$ cat src/rtl/i2c_mon_pkg.sv
package i2c_mon_pkg;

  // Strobes from the control module to the datapath, one cycle each
  typedef struct packed {
    logic clearAll;   // module disabled: zero flags and irq
    logic setStart;   // qualified Start condition
    logic setStop;    // qualified Stop condition
    logic raiseIrq;   // event that requests an interrupt
    logic dropIrq;    // firmware clear of the request
  } monStrobe_t;

endpackage

$ cat src/rtl/i2c_mon_datapath.sv
module i2c_mon_datapath
  import i2c_mon_pkg::*;
#(
  parameter int SYNC_STAGES = 2
) (
  input  logic       clk,
  input  logic       rstN,
  input  logic       sclIn,
  input  logic       sdaIn,
  input  monStrobe_t strobe,
  output logic       rawStart,
  output logic       rawStop,
  output logic       startSeen,
  output logic       stopSeen,
  output logic       irq
);

  localparam int LAST = SYNC_STAGES - 1;

  logic [LAST:0] sclPipe;
  logic [LAST:0] sdaPipe;
  logic          syncScl;
  logic          syncSda;
  logic          prevScl;
  logic          prevSda;

  // Synchronizer chains; an idle bus rests high
  generate
    if (SYNC_STAGES < 2) begin : g_badStages
      initial $error("SYNC_STAGES must be at least 2");
    end
    for (genvar i = 0; i < SYNC_STAGES; i++) begin : g_sync
      if (i == 0) begin : g_first
        always_ff @(posedge clk or negedge rstN) begin
          if (!rstN) begin
            sclPipe[0] <= 1'b1;
            sdaPipe[0] <= 1'b1;
          end else begin
            sclPipe[0] <= sclIn;
            sdaPipe[0] <= sdaIn;
          end
        end
      end else begin : g_next
        always_ff @(posedge clk or negedge rstN) begin
          if (!rstN) begin
            sclPipe[i] <= 1'b1;
            sdaPipe[i] <= 1'b1;
          end else begin
            sclPipe[i] <= sclPipe[i-1];
            sdaPipe[i] <= sdaPipe[i-1];
          end
        end
      end
    end
  endgenerate

  assign syncScl = sclPipe[LAST];
  assign syncSda = sdaPipe[LAST];

  // Previous samples track continuously, so re-enabling sees no stale edge
  always_ff @(posedge clk or negedge rstN) begin
    if (!rstN) begin
      prevScl <= 1'b1;
      prevSda <= 1'b1;
    end else begin
      prevScl <= syncScl;
      prevSda <= syncSda;
    end
  end

  logic sclHeldHigh;
  assign sclHeldHigh = syncScl && prevScl;
  assign rawStart    = sclHeldHigh && prevSda && !syncSda;
  assign rawStop     = sclHeldHigh && !prevSda && syncSda;

  // Status flags: each one marks the most recent condition
  always_ff @(posedge clk or negedge rstN) begin
    if (!rstN) begin
      startSeen <= 1'b0;
      stopSeen  <= 1'b0;
    end else if (strobe.clearAll) begin
      startSeen <= 1'b0;
      stopSeen  <= 1'b0;
    end else if (strobe.setStop) begin
      startSeen <= 1'b0;
      stopSeen  <= 1'b1;
    end else if (strobe.setStart) begin
      startSeen <= 1'b1;
      stopSeen  <= 1'b0;
    end
  end

  // Sticky request; a new event beats a clear in the same cycle
  always_ff @(posedge clk or negedge rstN) begin
    if (!rstN) begin
      irq <= 1'b0;
    end else if (strobe.clearAll) begin
      irq <= 1'b0;
    end else if (strobe.raiseIrq) begin
      irq <= 1'b1;
    end else if (strobe.dropIrq) begin
      irq <= 1'b0;
    end
  end

  assert_start_flags_R2: assert property (@(posedge clk) disable iff (!rstN)
    strobe.setStart && !strobe.clearAll |=> startSeen && !stopSeen);

  assert_stop_flags_R3: assert property (@(posedge clk) disable iff (!rstN)
    strobe.setStop && !strobe.clearAll |=> stopSeen && !startSeen);

  assert_flags_exclusive_R2: assert property (@(posedge clk) disable iff (!rstN)
    !(startSeen && stopSeen));

  assert_irq_sticky_R7: assert property (@(posedge clk) disable iff (!rstN)
    irq && !strobe.dropIrq && !strobe.clearAll |=> irq);

  assert_event_beats_clear_R7: assert property (@(posedge clk) disable iff (!rstN)
    strobe.raiseIrq && strobe.dropIrq && !strobe.clearAll |=> irq);

  assert_no_cond_scl_low_R4: assert property (@(posedge clk) disable iff (!rstN)
    !syncScl |-> !rawStart && !rawStop);

endmodule

$ cat src/rtl/i2c_mon_control.sv
module i2c_mon_control
  import i2c_mon_pkg::*;
(
  input  logic       clk,
  input  logic       rstN,
  input  logic       enable,
  input  logic       stopOnly,
  input  logic       byteDone,
  input  logic       irqClear,
  input  logic       rawStart,
  input  logic       rawStop,
  output monStrobe_t strobe
);

  logic anyEvent;
  assign anyEvent = rawStop || (!stopOnly && (rawStart || byteDone));

  always_comb begin
    strobe          = '0;
    strobe.clearAll = !enable;
    strobe.setStart = enable && rawStart;
    strobe.setStop  = enable && rawStop;
    strobe.raiseIrq = enable && anyEvent;
    strobe.dropIrq  = irqClear;
  end

  assert_stop_only_mask_R8: assert property (@(posedge clk) disable iff (!rstN)
    stopOnly && strobe.raiseIrq |-> rawStop);

  assert_disabled_quiet_R9: assert property (@(posedge clk) disable iff (!rstN)
    !enable |-> !strobe.setStart && !strobe.setStop && !strobe.raiseIrq);

endmodule

$ cat src/rtl/i2c_cond_monitor.sv
module i2c_cond_monitor
  import i2c_mon_pkg::*;
#(
  parameter int SYNC_STAGES = 2
) (
  input  logic clk,
  input  logic rstN,
  input  logic enable,
  input  logic stopOnly,
  input  logic sclIn,
  input  logic sdaIn,
  input  logic byteDone,
  input  logic irqClear,
  output logic startSeen,
  output logic stopSeen,
  output logic busFree,
  output logic irq
);

  monStrobe_t strobe;
  logic       rawStart;
  logic       rawStop;

  i2c_mon_datapath #(.SYNC_STAGES(SYNC_STAGES)) u_datapath (
    .clk       (clk),
    .rstN      (rstN),
    .sclIn     (sclIn),
    .sdaIn     (sdaIn),
    .strobe    (strobe),
    .rawStart  (rawStart),
    .rawStop   (rawStop),
    .startSeen (startSeen),
    .stopSeen  (stopSeen),
    .irq       (irq)
  );

  i2c_mon_control u_control (
    .clk      (clk),
    .rstN     (rstN),
    .enable   (enable),
    .stopOnly (stopOnly),
    .byteDone (byteDone),
    .irqClear (irqClear),
    .rawStart (rawStart),
    .rawStop  (rawStop),
    .strobe   (strobe)
  );

  assign busFree = stopSeen || (!startSeen && !stopSeen);

  assert_disable_clears_R9: assert property (@(posedge clk) disable iff (!rstN)
    !enable |=> !startSeen && !stopSeen && !irq);

  assert_busy_after_start_R5: assert property (@(posedge clk) disable iff (!rstN)
    startSeen |-> !busFree);

endmodule

$ cat config.mk
export PLATFORM = sky130hd
export DESIGN_NAME = i2c_cond_monitor
export DESIGN_NICKNAME = d
export VERILOG_FILES = /design/src/rtl/i2c_mon_pkg.sv /design/src/rtl/i2c_mon_datapath.sv /design/src/rtl/i2c_mon_control.sv /design/src/rtl/i2c_cond_monitor.sv
export SDC_FILE = /design/constraint.sdc
export NUM_CORES = 1
export LEC_CHECK = 0
export BUFFER_PORTS_ARGS = -buffer_cell sky130_fd_sc_hd__buf_2
export CAP_MARGIN = 20
export CORE_UTILIZATION = 25
export CTS_CLUSTER_DIAMETER = 80
export DETAILED_ROUTE_END_ITERATION = 16
export HOLD_SLACK_MARGIN = 0.05
export PLACE_DENSITY = 0.57
export SYNTH_ARGS = -nofsm -noshare
export SYNTH_HDL_FRONTEND = slang
export SYNTH_SLANG_ARGS = --single-unit
$ cat constraint.sdc
create_clock -name clk -period 1.1 [get_ports clk]
set_clock_uncertainty 0.1 [all_clocks]
set_input_delay 0.165 -clock clk [delete_from_list [all_inputs] [get_ports clk]]
set_output_delay 0.165 -clock clk [all_outputs]
set_load 0.02 [all_outputs]
==> results.py <==
metrics = {
    "cts": {
        "cts_tree": "yes",
        "cts_sinks": 9,
        "cts_max_path_buffers": 2,
        "path_clk_slew_ps": 60,
        "htreeDepth": 1,
        "cts-buffers-inserted": 3,
        "clock_latency_ps": 250,
        "cts_root_buf": "clkbuf_4",
    },
    "power_and_ir_drop": {
        "powerDensity_nw_per_um2": 1390,
        "vdd_drop_max_mv": 0.656,
        "p_total_w": 0.000707,
        "leakagePower_nw": 0.229,
    },
    "cells_and_area": {
        "drive_gt1_share_pct": 56.5,
        "nets": 55,
        "post-route-util_pct": 43.4,
        "syn2layout_area_growth_pct": 53.2,
        "layout_common_cells": "9 x buf_2, 6 x dfstp_2, 3 x clkbuf_4, 3 x dlygate4sd3_1, 3 x buf_6",
        "layout.cells.most_common": "buf_2",
        "design_area_um2": 508,
        "antennaDiodeCount": 0,
    },
    "sta": {
        "worst_pin_slew_ps": 226,
        "final_max_slew_viol_count": 0,
        "setup_tns_ps": -375,
        "rsz0062_at_grt": "yes",
        "setup_slack_ps": -151,
        "fin_crit_sh_pct": 114,
        "finalHoldViolations": 0,
        "min_period_ps": 1250,
        "holdWs_ps": 66.8,
        "relSlewSlack_pct": 84.9,
        "setup_viol": 4,
        "fmax_mhz": 799,
    },
    "worst_setup_path": {
        "cp.arrival_ps": 1280,
        "start_kind": "register",
        "cp_max_fo": 3,
        "critical_path_class": "register to register",
        "r2r_cells": 3,
        "cp-end-kind": "register",
        "cp.required_ps": 1130,
    },
    "route": {
        "drt-initial-drc-count": 4,
        "num_vias": 268,
        "firstDrtPassIters": 2,
        "wirelength_um": 588,
        "via_per_inst": 4.47,
        "avgRoutedWirePerCell_um": 9.80,
        "ant_nets": 0,
        "drcViolationCount": 0,
    },
    "synthesis": {
        "avgSynthCellArea_um2": 13.3,
        "synth_seq_cells": 9,
        "synth_cells": 25,
        "yosysWarningCount": 0,
        "synth_cell_types": 14,
        "synthesis.area_um2": 332,
        "synthTopCellsByArea": "dfstp_2 48%, dfrtp_1 23%, nand2b_1 5.7%",
        "synth_nets": 33,
        "synth_top_area_share_pct": 47.5,
        "synth_top_cell_by_area": "dfstp_2",
        "seq_area_frac_synth_pct": 70.2,
    },
    "floorplanning": {
        "core_area_um2": 1170,
        "start_util_pct": 28.3,
        "rows": 12,
        "die_x_um": 38.4,
        "fp.dieH_um": 38.4,
        "die_area_um2": 1480,
        "ios": 12,
    },
    "run": {
        "maxCapViolations": 0,
    },
    "global_routing": {
        "grtUsageTotal_pct": 9.06,
        "grt_pass1_wl_um": 855,
        "grt_pass1_vias": 229,
        "grt.overflow.total": 0,
        "antenna_found_initial": 0,
        "grt_max_degree": 10,
    },
    "hold_path": {
        "hp-class": "input port to register",
        "whs_path_depth": 3,
    },
    "place": {
        "port_buffers": 11,
        "dp_hpwl_um": 472,
        "dpl_cell_area_um2": 419,
        "gp_congestion": 0.691,
    },
    "status": {
        "status": "complete, but fails checks",
        "violations": "negative setup slack",
    },
}
## where the power goes
| group | switching, W | internal, W | leakage (nW) |
|---|---|---|---|
| combinational | 0.0000381 | 0.0000505 | 0.112 |
| sequential | 0.0000149 | 0.000359 | 0.102 |
| clock | 0.000106 | 0.000139 | 0.0150 |
## Yosys cell counts, drive strengths merged
library cell	n
o211ai	1
a31oi	2
nand2	2
nand3	1
nor3b	1
nand2b	3
o21ai	1
o32ai	1
a21oi	1
and2b	1
and3b	1
dfstp	6
inv	1
dfrtp	3
## flip-flops by register name, indices dropped and copies added, names as in the netlist
name / flops
u_datapath.irq: 1
u_datapath.prevScl: 1
u_datapath.prevSda: 1
u_datapath.sclPipe: 1
u_datapath.sdaPipe: 1
u_datapath.startSeen: 1
u_datapath.stopSeen: 1
u_datapath.syncScl: 1
u_datapath.syncSda: 1
## path summary, 6_finish.rpt
kind                                             from             endpoint  slack (ps)
worst max-delay path               u_datapath.prevSda       u_datapath.irq        -150
worst min-delay path                           enable  u_datapath.stopSeen          70
worst max register to register     u_datapath.prevSda       u_datapath.irq        -150
worst min register to register  u_datapath.sclPipe[0]   u_datapath.syncScl         250
max in group asynchronous                        rstN   u_datapath.syncScl         470
min in group asynchronous                        rstN  u_datapath.stopSeen         180
## critical path, cell delays in order, from the launching register on
cell	delay, ps
dfstp_2	530
and2b_2	210
o211ai_1	180
a31oi_1	110
## stage by stage
stage,instances,setup slack (ps)
after global routing,60,-209
after detailed placement,52,-151
final,60,-151
after global placement,52,-68.3
after floorplan,25,-68.7
after CTS,60,-164
## cell type report
class	instances	area [um^2]
fillers	113	663
well taps	14	17.5
multi-input cells	15	103
repair buffers	17	124
inverters	1	3.75
flip-flops and latches	9	234
clock buffers	4	26.3
## metal layers
layer,GRT usage [%],part of all wire [%]
met1,8.79,44
met3,1.74,5.1
met2,16.1,51
met5,0,0
met4,7.76,0
## logic make-up (layout without fill, tap and decap cells)
group,count (synthesis),count (layout),synth area share (%)
buffers and inverters,1,22,1.13
flip-flops,9,9,70.2
AND/OR/NAND/NOR,9,9,17.0
AO/OA/AOI/OAI,6,6,11.7
## what timing repair did
item / CTS / global route
hold buffers: 3 / 0
endpoints found under the hold margin: 11 / 0
pin swaps: 1 / 1
setup buffers: 1 / 0
setup endpoints to repair: 4 / 5
gates resized for setup: 8 / 0
Power figures use the tool's default switching activity.
